### src/rtl/irq_hub_pkg.sv
package irq_hub_pkg;
  localparam int ADDR_W      = 5;
  localparam int GEV_W       = 10;
  localparam int MAIN_GEV_LO = 20;
  localparam int EP_SRC_W    = 8;
  localparam int EP_MSK_W    = 6;
  localparam int EP_MSK_LO   = 24;
  localparam int EP_MAX      = 16;
  localparam logic [ADDR_W-1:0] A_GMASK = 5'd0;
  localparam logic [ADDR_W-1:0] A_MAIN  = 5'd1;

  // Expand the six endpoint enable bits onto the eight source bits.
  function automatic logic [EP_SRC_W-1:0] ep_enable(input logic [EP_MSK_W-1:0] m);
    return {m[5], 1'b1, m[4], m[3], m[3], m[2], m[1], m[0]};
  endfunction
endpackage

### src/rtl/irq_glob_bank.sv
module irq_glob_bank
  import irq_hub_pkg::*;
(
  input  logic             clk,
  input  logic             rst_n,
  input  logic             wr_mask,
  input  logic [GEV_W-1:0] wr_bits,
  input  logic             clr,
  input  logic [GEV_W-1:0] evt,
  output logic [GEV_W-1:0] mask_q,
  output logic [GEV_W-1:0] src_q,
  output logic             rec_any
);
  logic [GEV_W-1:0] new_bits;

  assign new_bits = evt & mask_q;
  assign rec_any  = |new_bits;

  always_ff @(posedge clk) begin
    if (!rst_n) begin
      mask_q <= '0;
      src_q  <= '0;
    end else begin
      if (wr_mask) mask_q <= wr_bits;
      src_q <= (clr ? '0 : src_q) | new_bits;
    end
  end

  p_main_clear_r3: assert property (@(posedge clk) disable iff (!rst_n)
    (clr && new_bits == '0) |=> (src_q == '0));
  p_main_keep_r8: assert property (@(posedge clk) disable iff (!rst_n)
    (clr && new_bits != '0) |=> (src_q == $past(new_bits)));
  p_main_gate_r3: assert property (@(posedge clk) disable iff (!rst_n)
    !clr |=> ((src_q & ~$past(src_q) & ~$past(mask_q)) == '0));
endmodule

### src/rtl/irq_ep_slot.sv
module irq_ep_slot
  import irq_hub_pkg::*;
(
  input  logic                clk,
  input  logic                rst_n,
  input  logic                wr_mask,
  input  logic [EP_MSK_W-1:0] wr_bits,
  input  logic                clr,
  input  logic [EP_SRC_W-1:0] evt,
  output logic [EP_MSK_W-1:0] mask_q,
  output logic [EP_SRC_W-1:0] src_q,
  output logic                pending,
  output logic                rec_any
);
  logic [EP_SRC_W-1:0] new_bits;

  assign new_bits = evt & ep_enable(mask_q);
  assign rec_any  = |new_bits;
  assign pending  = |src_q;

  always_ff @(posedge clk) begin
    if (!rst_n) begin
      mask_q <= '0;
      src_q  <= '0;
    end else begin
      if (wr_mask) mask_q <= wr_bits;
      src_q <= (clr ? '0 : src_q) | new_bits;
    end
  end

  p_ep_clear_r6: assert property (@(posedge clk) disable iff (!rst_n)
    (clr && new_bits == '0) |=> (src_q == '0));
  p_ep_keep_r8: assert property (@(posedge clk) disable iff (!rst_n)
    (clr && new_bits != '0) |=> (src_q == $past(new_bits)));
  p_ep_gate_r6: assert property (@(posedge clk) disable iff (!rst_n)
    !clr |=> ((src_q & ~$past(src_q) & ~ep_enable($past(mask_q))) == '0));
endmodule

### src/rtl/irq_req_line.sv
module irq_req_line (
  input  logic clk,
  input  logic rst_n,
  input  logic set,
  input  logic clr,
  output logic irq
);
  always_ff @(posedge clk) begin
    if (!rst_n) irq <= 1'b0;
    else        irq <= (irq & ~clr) | set;
  end

  p_irq_rise_r7: assert property (@(posedge clk) disable iff (!rst_n)
    set |=> irq);
  p_irq_hold_r7: assert property (@(posedge clk) disable iff (!rst_n)
    (irq && !clr) |=> irq);
  p_irq_drop_r7: assert property (@(posedge clk) disable iff (!rst_n)
    (clr && !set) |=> !irq);
endmodule

### src/rtl/irq_hub.sv
module irq_hub
  import irq_hub_pkg::*;
#(
  parameter int NUM_EP = 3
) (
  input  logic                       clk,
  input  logic                       rst_n,
  input  logic [4:0]                 addr,
  input  logic                       rd_en,
  input  logic                       wr_en,
  input  logic [31:0]                wr_data,
  output logic [31:0]                rd_data,
  input  logic [GEV_W-1:0]           glob_evt,
  input  logic [NUM_EP*EP_SRC_W-1:0] ep_evt,
  output logic                       irq
);
  localparam logic [4:0] EP_LIMIT = 5'(NUM_EP);

  logic                main_rd, gmask_wr, ep_hit;
  logic [3:0]          ep_idx;
  logic [GEV_W-1:0]    g_mask, g_src;
  logic                g_new;
  logic [EP_MAX-1:0]   ep_pend, ep_new;
  logic [EP_MSK_W-1:0] ep_mask [EP_MAX];
  logic [EP_SRC_W-1:0] ep_src  [EP_MAX];
  logic                wr_unused;

  assign main_rd   = rd_en && (addr == A_MAIN);
  assign gmask_wr  = wr_en && (addr == A_GMASK);
  assign ep_hit    = addr[4];
  assign ep_idx    = addr[3:0];
  assign wr_unused = ^{wr_data[31:30], wr_data[23:10]};

  irq_glob_bank u_glob (
    .clk(clk), .rst_n(rst_n), .wr_mask(gmask_wr), .wr_bits(wr_data[GEV_W-1:0]),
    .clr(main_rd), .evt(glob_evt), .mask_q(g_mask), .src_q(g_src), .rec_any(g_new)
  );

  for (genvar g = 0; g < EP_MAX; g++) begin : g_slot
    if (g < NUM_EP) begin : g_live
      logic sel;
      assign sel = ep_hit && (ep_idx == 4'(g));
      irq_ep_slot u_slot (
        .clk(clk), .rst_n(rst_n), .wr_mask(wr_en && sel),
        .wr_bits(wr_data[EP_MSK_LO +: EP_MSK_W]), .clr(rd_en && sel),
        .evt(ep_evt[g*EP_SRC_W +: EP_SRC_W]), .mask_q(ep_mask[g]),
        .src_q(ep_src[g]), .pending(ep_pend[g]), .rec_any(ep_new[g])
      );
    end else begin : g_off
      assign ep_mask[g] = '0;
      assign ep_src[g]  = '0;
      assign ep_pend[g] = 1'b0;
      assign ep_new[g]  = 1'b0;
    end
  end

  irq_req_line u_req (
    .clk(clk), .rst_n(rst_n), .set(g_new | (|ep_new)), .clr(main_rd), .irq(irq)
  );

  always_comb begin
    rd_data = '0;
    if (rd_en) begin
      if (addr == A_GMASK)
        rd_data = {{(32-GEV_W){1'b0}}, g_mask};
      else if (addr == A_MAIN)
        rd_data = {2'b00, g_src, 4'b0000, ep_pend};
      else if (ep_hit && ({1'b0, ep_idx} < EP_LIMIT))
        rd_data = {2'b00, ep_mask[ep_idx], 16'h0000, ep_src[ep_idx]};
    end
  end

  p_pend_follows_r4: assert property (@(posedge clk) disable iff (!rst_n)
    (ep_hit && rd_en && !ep_new[ep_idx]) |=> !ep_pend[$past(ep_idx)]);
endmodule

### config.mk
export PLATFORM = sky130hd
export DESIGN_NAME = irq_hub
export DESIGN_NICKNAME = d
export VERILOG_FILES = /design/src/rtl/irq_hub_pkg.sv /design/src/rtl/irq_glob_bank.sv /design/src/rtl/irq_ep_slot.sv /design/src/rtl/irq_req_line.sv /design/src/rtl/irq_hub.sv
export SDC_FILE = /design/constraint.sdc
export NUM_CORES = 1
export LEC_CHECK = 0
export ABC_CLOCK_PERIOD_IN_PS = 4400
export BUFFER_PORTS_ARGS = -buffer_cell sky130_fd_sc_hd__buf_2
export CAP_MARGIN = 20
export CORE_MARGIN = 2
export CORE_UTILIZATION = 55
export CTS_BUF_LIST = sky130_fd_sc_hd__clkbuf_16
export DETAILED_ROUTE_END_ITERATION = 12
export PLACE_DENSITY = 0.85
export SLEW_MARGIN = 40
export SYNTH_ARGS = -nofsm -noshare
export SYNTH_HDL_FRONTEND = slang
export SYNTH_HIERARCHICAL = 1
export SYNTH_SLANG_ARGS = --single-unit
### constraint.sdc
create_clock -name clk -period 4.4 [get_ports clk]
set_input_delay 0.22 -clock clk [delete_from_list [all_inputs] [get_ports clk]]
set_output_delay 0.22 -clock clk [all_outputs]
set_load 0.05 [all_outputs]
==> metrics list, run 1 <==
- The run finished with clean final reports.
- The core region is 5990 um2.
* Starting density of the core: 0.578
- Overall routed net length: around 9 mm
* Unrepaired setup endpoints after global routing: false
- Met3 layer usage reported by global route: 0.0457
- Worst endpoint data arrival time: 2.12 ns
- The count of cells in the finished layout, fillers not included, comes to about 520.
- Maximum number of pins on one net before global-route repair: 64
* Layout cell share with drive strength beyond 1: 0.276
- The floorplan step set the die width to 83.3 um.
- Number of max-capacitance violations reported: 0
- Post-CTS repair changed the size of 0 cells.
- Final instance area: 4090 um2
- Ranked by total cell area, the synthesized netlist is headed by sky130_fd_sc_hd__dfxtp_1, sky130_fd_sc_hd__mux2i_1, sky130_fd_sc_hd__nor2b_1.
* Dpl cells: 501
- Buffers inserted to repair hold after CTS numbered 0.
- Clock tree synthesis inserted a total of 9 buffers.
- Post-synthesis cell area: between 3000 and 4000 um2
* Placed instance area: 3770 um2
* Primary flip-flop cell chosen by synthesis mapping: sky130_fd_sc_hd__dfxtp_1
- The slowest stage of the critical path is the sky130_fd_sc_hd__and3_1 cell.
- Counting flops and latches in the post-synthesis netlist gives 63.
* Cell family contributing the most delay on the critical path: simple AND/OR/NAND/NOR gates
- Yosys mapped a number of flops with a built-in enable equal to 0.
- Max rail drop VDD: around 0.26 mV
- The library cells used most frequently in the layout, excluding fill and tap cells, are sky130_fd_sc_hd__buf_2, sky130_fd_sc_hd__dfxtp_1, sky130_fd_sc_hd__mux2i_1.
- Most used cell, CP: sky130_fd_sc_hd__buf_2
- Synth cell types: 43
* Root Driver: sky130_fd_sc_hd__clkbuf_16
- Of the total synthesized cell area, the portion taken by full adders, half adders and majority gates is 0.
* Height of the die: 83.3 um
* Launch point of the worst path: addr[0]
- The startpoint identified for the worst hold timing path is ep_evt[22].
- The critical path contains buffers and inverters numbering 2 combined.
- Clock latency reported for the late side of the worst-skew pair: 0.32 ns
- The via count of the first global-routing pass is around 3k.
* Area fraction of the dominant cell type after synthesis: 0.364
- Antenna viol nets, final: 0
* Number of warnings reported in the yosys synthesis log: 6
- # rows: 28
* Commonest non-fill, non-tap cell in the layout: sky130_fd_sc_hd__buf_2
* Power Density: 351 nW/um2
- Area enclosed by the die boundary: 6950 um2
* Share of the clock period used by the worst path after layout: 0.532
- Of the total synthesized cell area, the portion taken by XOR and XNOR cells is 0.
- Proportion of synthesized chip area in sequential cells: 0.364
- Power, Total: 1.43 mW
* Dominant combinational cell family by area after synthesis: simple AND/OR/NAND/NOR gates
- Number of post-CTS setup repair buffers: 0
- The worst setup path is launched from an input pin.
- Final critical path time including I/O delays and setup: 2.34 ns
* Met2 Track Usage GR: 0.444
* Category of the most critical setup path: input pin to output port
* # diodes: 0
- Syn_area_per_cell: 9.49 um2
- Drt via density: 5.89
* Number of H-tree branching levels: 3
* Final routed wire length divided by cell count: ~18 um
* Fmax: 427 MHz
- Met1 layer usage reported by global route: 0.369
- The portion of synthesized area spent on multiplexers is 0.123.
- The worst setup path is captured at an output port.
* Initial antenna violation count: 0
- Worst slew slack as a fraction of its limit: 0.600
- DP HPWL: 6.83 mm
- Fin. max-slew vios: 0
- Detailed-routing iteration count for the pre-antenna-repair pass: 5
- Compound-gate portion of the synthesized area: 0.177
* Total of buffers placed on input and output ports: 79
* Total Neg Setup Slack: 0 ns
- Clock tree sinks: 63
- Cell count after synthesis: 365
- At the end of routability-driven placement, the weighted congestion stood at 0.991.
* Iteration-0 DRC count of the detailed router: 262
* I/O pins: 108
- In the routed design, unresolved DRC markers number 0.
* Vias after detailed routing: 3046
- Of all cell types, the one taking the most synthesized area is sky130_fd_sc_hd__dfxtp_1.
- Clock-pin slew was measured on the worst setup and hold paths at 0.05 ns.
- On the worst path, the slowest cell contributes a delay of 0.52 ns.
* Origin of the critical flop-to-flop path: g_slot[0].g_live.u_slot/mask_q[4]$_SDFFE_PN0P_
* GRT busiest layer: met2
- Final-report hold violation count: 0
- Classification of the worst-slack hold path: input pin to flip-flop
- The area growth from synthesis to layout is 18.0%.
- Aggregate global routing overflow: 0
- STA puts the critical path data required time at 4.18 ns.
* Number of fill cells in the layout: 474
* Number of failing setup endpoints in the final timing report: 0
- Before CTS, the worst setup slack after placement is 2.18 ns.
- In the post-route analysis, the smallest setup slack over all paths is 2.06 ns.
- Of all flip-flops after synthesis, the portion carrying an async set or reset was 0.
- The net count of the finished layout is 512.
* Worst-Margin Slew: 0.599 ns
* Maximum number of buffers from clock root to sink: 2
- Peak fanout along the critical path: 20
* Total track usage: 0.275
- Global-route wire length before repair: 15.1 mm
- Walking the worst path, the cells encountered are buf_2 > nor2b_1 > and3_1 > and2_1 > buf_2.
- Pleak: 1.65 nW
- CTS tree: built
- Of the total synthesized cell area, the portion taken by AND, OR, NAND and NOR gates is 0.267.
- Setup clock skew after layout: 0.00317 ns
kinds of logic (layout without fill, tap and decap cells):
kind of cell / after synthesis / count (layout)
DFF: 63 / 63
muxes: 42 / 42
other: 1 / 12
AOI/OAI and AO/OA: 74 / 74
buffers and inverters: 32 / 98
and+or+nand+nor: 153 / 153
layer usage:
| layer | up-vias | wire (um) |
|---|---|---|
| met5 | - | 0 |
| met4 | 0 | 191 |
| met3 | 17 | 771 |
| met2 | 145 | 4400 |
| met1 | 1451 | 3920 |
| li1 | 1433 | - |
state kept, by name (all words and copies together), names as in the netlist:
signal and count:
g_slot.g_live.u_slot/src_q 24, u_req/irq 1, u_glob/mask_q 10, u_glob/src_q 10, g_slot.g_live.u_slot/mask_q 18
Yosys cell counts, drive strengths merged (2+ instances only):
| library cell | instances |
|---|---|
| a22o | 5 |
| nand4 | 4 |
| o2bb2ai | 5 |
| o21a | 4 |
| mux2 | 3 |
| and3 | 21 |
| or4 | 2 |
| o221a | 3 |
| buf | 25 |
| nor2b | 34 |
| o311a | 6 |
| a32o | 3 |
| clkbuf | 3 |
| mux2i | 39 |
| a22oi | 11 |
| and2 | 8 |
| nor2 | 7 |
| a21oi | 6 |
| nand2b | 31 |
| inv | 3 |
| nand2 | 35 |
| a21boi | 31 |
| nor4 | 6 |
| dfxtp | 63 |
report_power, final:
group,internal [mW],total [mW],switching (mW),leakage (nW)
Clock,0.487,0.729,0.242,0.163
Combinational,0.0462,0.124,0.0775,0.982
Sequential,0.577,0.582,0.00537,0.509
worst paths after layout:
path | endpoint | slack, ns | cells past startpoint
worst min register to register | u_glob/src_q[2]$_SDFF_PN0_ | 0.48 | 2
worst max-delay path | rd_data[20] | 2.06 | 5
worst min-delay path | g_slot[2].g_live.u_slot/src_q[6]$_SDFF_PN0_ | 0.12 | 2
worst max register to register | u_req/irq$_SDFF_PN0_ | 2.83 | 4
cell type report:
cell class / count / area, um2 / share of cell area
Tap cell: 75 / 93.8 / 0.0230
Multi-Input combinational cell: 281 / 2010 / 0.493
Clock inverter: 7 / 81.3 / 0.0199
Clock buffer: 9 / 225 / 0.0551
Sequential cell: 63 / 1260 / 0.309
Timing Repair Buffer: 79 / 398 / 0.0974
Inverter: 3 / 11.3 / 0.00276
through the flow:
| step | hold WS [ns] | util |
|---|---|---|
| 2_1_floorplan | 0.337 | - |
| 3_3_place_gp | 0.452 | 0.629 |
| 3_5_place_dp | 0.459 | 0.629 |
| 4_1_cts | 0.125 | 0.680 |
| 5_1_grt | 0.138 | 0.682 |
| 6_report | 0.124 | 0.682 |
(Power assumes the default switching activity.)
==> run 2, diff against run 1 <==
--- a/config.mk
+++ b/config.mk
@@ -5,14 +5,14 @@
 export SDC_FILE = /design/constraint.sdc
 export NUM_CORES = 1
 export LEC_CHECK = 0
-export ABC_CLOCK_PERIOD_IN_PS = 4400
+export ABC_CLOCK_PERIOD_IN_PS = 2200
 export BUFFER_PORTS_ARGS = -buffer_cell sky130_fd_sc_hd__buf_2
 export CAP_MARGIN = 20
 export CORE_MARGIN = 2
-export CORE_UTILIZATION = 55
+export CORE_UTILIZATION = 51
 export CTS_BUF_LIST = sky130_fd_sc_hd__clkbuf_16
 export DETAILED_ROUTE_END_ITERATION = 12
-export PLACE_DENSITY = 0.85
+export PLACE_DENSITY = 0.8
 export SLEW_MARGIN = 40
 export SYNTH_ARGS = -nofsm -noshare
 export SYNTH_HDL_FRONTEND = slang
==> constraint.sdc (replaced) <==
create_clock -name clk -period 2.2 [get_ports clk]
set_input_delay 0.11 -clock clk [delete_from_list [all_inputs] [get_ports clk]]
set_output_delay 0.11 -clock clk [all_outputs]
set_load 0.05 [all_outputs]
==> metrics list, run 2 (same netlist as run 1, synthesis figures left out) <==
* Clock latency reported for the late side of the worst-skew pair: 0.32 ns (about the same)
* Count of hold buffers inserted by post-cts repair: 0 (unchanged)
- The switching share of total power was 0.232 (was 0.226).
- The part of the total power dissipated in the clock network is 0.485 (was 0.508).
* Peak fanout along the critical path: 20 (unchanged)
* Status: finished clean (unchanged)
* Top register by number of flip-flops: g_slot.g_live.u_slot/src_q (unchanged)
- Endpoint of the worst-slack reg-to-reg timing path: u_req/irq$_SDFF_PN0_ (unchanged)
- Worst-Margin Slew: 0.608 ns (was 0.599 ns)
* Power Density: 670 nW/um2 (was 351 nW/um2)
* Dpl cells: 510 (was 501)
- Root Driver: sky130_fd_sc_hd__clkbuf_16 (unchanged)
- The row count was 30 (was 28).
- The footprint of the flip-flops and latches was 1260 um2 (unchanged).
- CTS tree: built (unchanged)
- The H-tree level count was 3 (unchanged).
- Of the available clock period, the critical path in the final layout requires 0.845.
* Clk pin slew, worst setup/hold paths: 0.05 ns (about the same)
- Fmax: 538 MHz
- The initial cell density of the core came to 0.518 (was 0.578).
- Final-report hold violation count: 0 (unchanged)
- Worst endpoint data arrival time: 1.75 ns (was 2.12 ns)
- Portion of total power attributed to combinational logic: 0.090 (was 0.086)
* Setup slack of the most critical reg-to-reg path: 0.60 ns (was 2.83 ns)
* Area enclosed by the die boundary: 7460 um2 (was 6950 um2)
- Classification of the worst-slack hold path: input pin to flip-flop (unchanged)
- Iteration-0 DRC count of the detailed router: 291 (was 262)
* Hold Path Cell Cnt: 2 (unchanged)
- The setup TNS was 0 ns (unchanged).
- The final net count came to 516 (was 512).
* Drt via density: 5.71 (was 5.89)
- Commonest non-fill, non-tap cell in the layout: sky130_fd_sc_hd__buf_2 (unchanged)
* Portion of total power attributed to sequential cells: 0.425 (was 0.406)
- Number of cell instances on the worst register-to-register path: 4 (unchanged)
- Layout cell share with drive strength beyond 1: 0.283 (was 0.276)
- The critical path endpoint category is an output port (unchanged).
- Number of failing setup endpoints in the final timing report: 0 (unchanged)
- The chip width was 86.4 um (was 83.3 um).
* Synth-to-layout area growth: 18.1% (was 18.0%)
- Type of element launching the critical path: input pin (unchanged)
- Final routed wire length divided by cell count: 17.2 um (was 17.9 um)
- Setup clock skew after layout: 0.00414 ns (was 0.00317 ns)
- I/O pins: 108 (unchanged)
- The setup fix buffers added after clock tree synthesis is 0 (unchanged).
* Required arrival time at the worst endpoint: 2.09 ns (was 4.18 ns)
* Post-route insts no fill: 526 (was 517)
* Worst slew slack as a fraction of its limit: 0.593 (was 0.600)
- The number of iterations in the first detailed-routing pass was 5 (unchanged).
* Area of the core region: 6680 um2 (was 5990 um2)
- Number of max-capacitance violations reported: 0 (unchanged)
* Aggregate global routing overflow: 0 (unchanged)
- Global-route wire length before repair: 14.4 mm (was 15.1 mm)
* Fin. max-slew vios: 0 (unchanged)
- The largest net degree at the start of global routing is 64 (unchanged).
* Via count of the first global-routing pass: 2875 (was 2957)
* Worst setup path end: rd_data[22] (was rd_data[20])
- Category of the most critical setup path: input pin to output port (unchanged)
- The deepest clock path buffer count is 2 (unchanged).
* Routability congestion estimate from global placement: 0.909 (was 0.991)
* Final critical path time including I/O delays and setup: about 1.9 ns
* Overall routed net length: 9.05 mm (was 9.28 mm)
- The cell internal power dissipation was 2.10 mW (was 1.11 mW).
* Largest registers ranked by flip-flop count: g_slot.g_live.u_slot/src_q x24, g_slot.g_live.u_slot/mask_q x18 (unchanged)
- The startpoint of the lowest-slack register-to-register path is g_slot[0].g_live.u_slot/mask_q[3]$_SDFFE_PN0P_ (was g_slot[0].g_live.u_slot/mask_q[4]$_SDFFE_PN0P_).
* Total track usage: 0.250 (was 0.275)
- The quantity of I/O buffers inserted on ports came to 79 (unchanged).
* Final routed DRC violation total: 0 (unchanged)
* Antenna viol nets, final: 0 (unchanged)
* Height of the die: 86.4 um (was 83.3 um)
* Clock tree sinks: 63 (unchanged)
- Net switching power: 0.637 mW (was 0.325 mW)
* Commonest cells after routing, fill and taps aside: sky130_fd_sc_hd__buf_2, sky130_fd_sc_hd__dfxtp_1, sky130_fd_sc_hd__mux2i_1 (unchanged)
- Max rail drop VDD: 0.452 mV (was 0.260 mV)
- Vias after detailed routing: 3004 (was 3046)
* # diodes: 0 (unchanged)
- The number of cells upsized or downsized after cts is 0 (unchanged).
* Multi-input combinational cell area: 2010 um2 (about the same)
- The total of fill cells in the finished design was 580 (was 474).
* Launch point of the worst path: addr[0] (unchanged)
- The detailed placement HPWL came to 6.66 mm (was 6.83 mm).
* Clock buffer count from CTS: 9 (unchanged)
- Initial antenna violation count: 0 (unchanged)
- The number of flip-flops under the largest register name was 24 (unchanged).
* Pleak: 1.66 nW (was 1.65 nW)
* Power, Total: 2.74 mW (was 1.43 mW)
* Unrepaired setup endpoints after global routing: false (unchanged)
run 2: cell count changes in the layout (fill, tap and decap cells not counted):
cell,change
sky130_fd_sc_hd__bufinv_16,-1
sky130_fd_sc_hd__nor3b_2,+1
sky130_fd_sc_hd__nor3b_4,-1
sky130_fd_sc_hd__clkinv_1,+1
sky130_fd_sc_hd__clkinv_2,+1
sky130_fd_sc_hd__inv_1,-1
sky130_fd_sc_hd__buf_4,+4
run 2: worst max-delay path, cell delays in order:
cell	delay [ns]
sky130_fd_sc_hd__buf_2	0.41
sky130_fd_sc_hd__nor2b_1	0.46
sky130_fd_sc_hd__and3_1	0.35
sky130_fd_sc_hd__and2_1	0.15
sky130_fd_sc_hd__buf_2	0.25
run 2: how the worst min path moves through the flow:
stage / slack, ns / startpoint / end
2_1_floorplan: 0.23 / rst_n / u_req/irq$_SDFF_PN0_
3_3_place_gp: 0.34 / ep_evt[22] / g_slot[2].g_live.u_slot/src_q[6]$_SDFF_PN0_
3_5_place_dp: 0.35 / ep_evt[22] / g_slot[2].g_live.u_slot/src_q[6]$_SDFF_PN0_
4_1_cts: 0.01 / ep_evt[22] / g_slot[2].g_live.u_slot/src_q[6]$_SDFF_PN0_
5_1_grt: 0.02 / ep_evt[22] / g_slot[2].g_live.u_slot/src_q[6]$_SDFF_PN0_
6_report: 0.02 / ep_evt[22] / g_slot[2].g_live.u_slot/src_q[6]$_SDFF_PN0_
run 2: cell type report:
| type | instances | area share |
|---|---|---|
| sequential | 63 | 0.308 |
| inverter | 3 | 0.00275 |
| clock inverter | 7 | 0.0138 |
| timing repair buffer | 83 | 0.105 |
| clock buffer | 9 | 0.0551 |
| multi-input combinational | 281 | 0.491 |
| tap | 80 | 0.0245 |
run 2: per-stage QoR:
stage / instance area (um2) / hold WS [ns] / utilization / setup WS, ns
CTS: 4090 / 0.0128 / 0.612 / 0.383
global route: 4090 / 0.0205 / 0.612 / 0.166
finish: 4090 / 0.0151 / 0.612 / 0.342
floorplan: 3500 / 0.227 / - / 0.675
detailed placement: 3810 / 0.348 / 0.570 / 0.391
global placement: 3810 / 0.340 / 0.570 / 0.422
run 2: power groups by stage:
stage | logic [mW] | clock network (mW) | registers, mW
final | 0.246 | 1.33 | 1.17
after global routing | 0.264 | 1.40 | 1.17
after CTS | 0.244 | 1.34 | 1.17
after detailed placement | 0.242 | 0 | 1.19
after global placement | 0.238 | 0 | 1.19
after floorplan | 0.169 | 0 | 1.19
run 2: per-layer routing:
metal | track usage | vias to the layer above | share of wire
met5 | 0 | - | 0
met4 | 0.0980 | 0 | 0.018
met3 | 0.0410 | 18 | 0.061
met2 | 0.396 | 130 | 0.47
met1 | 0.341 | 1421 | 0.45
li1 | - | 1435 | -
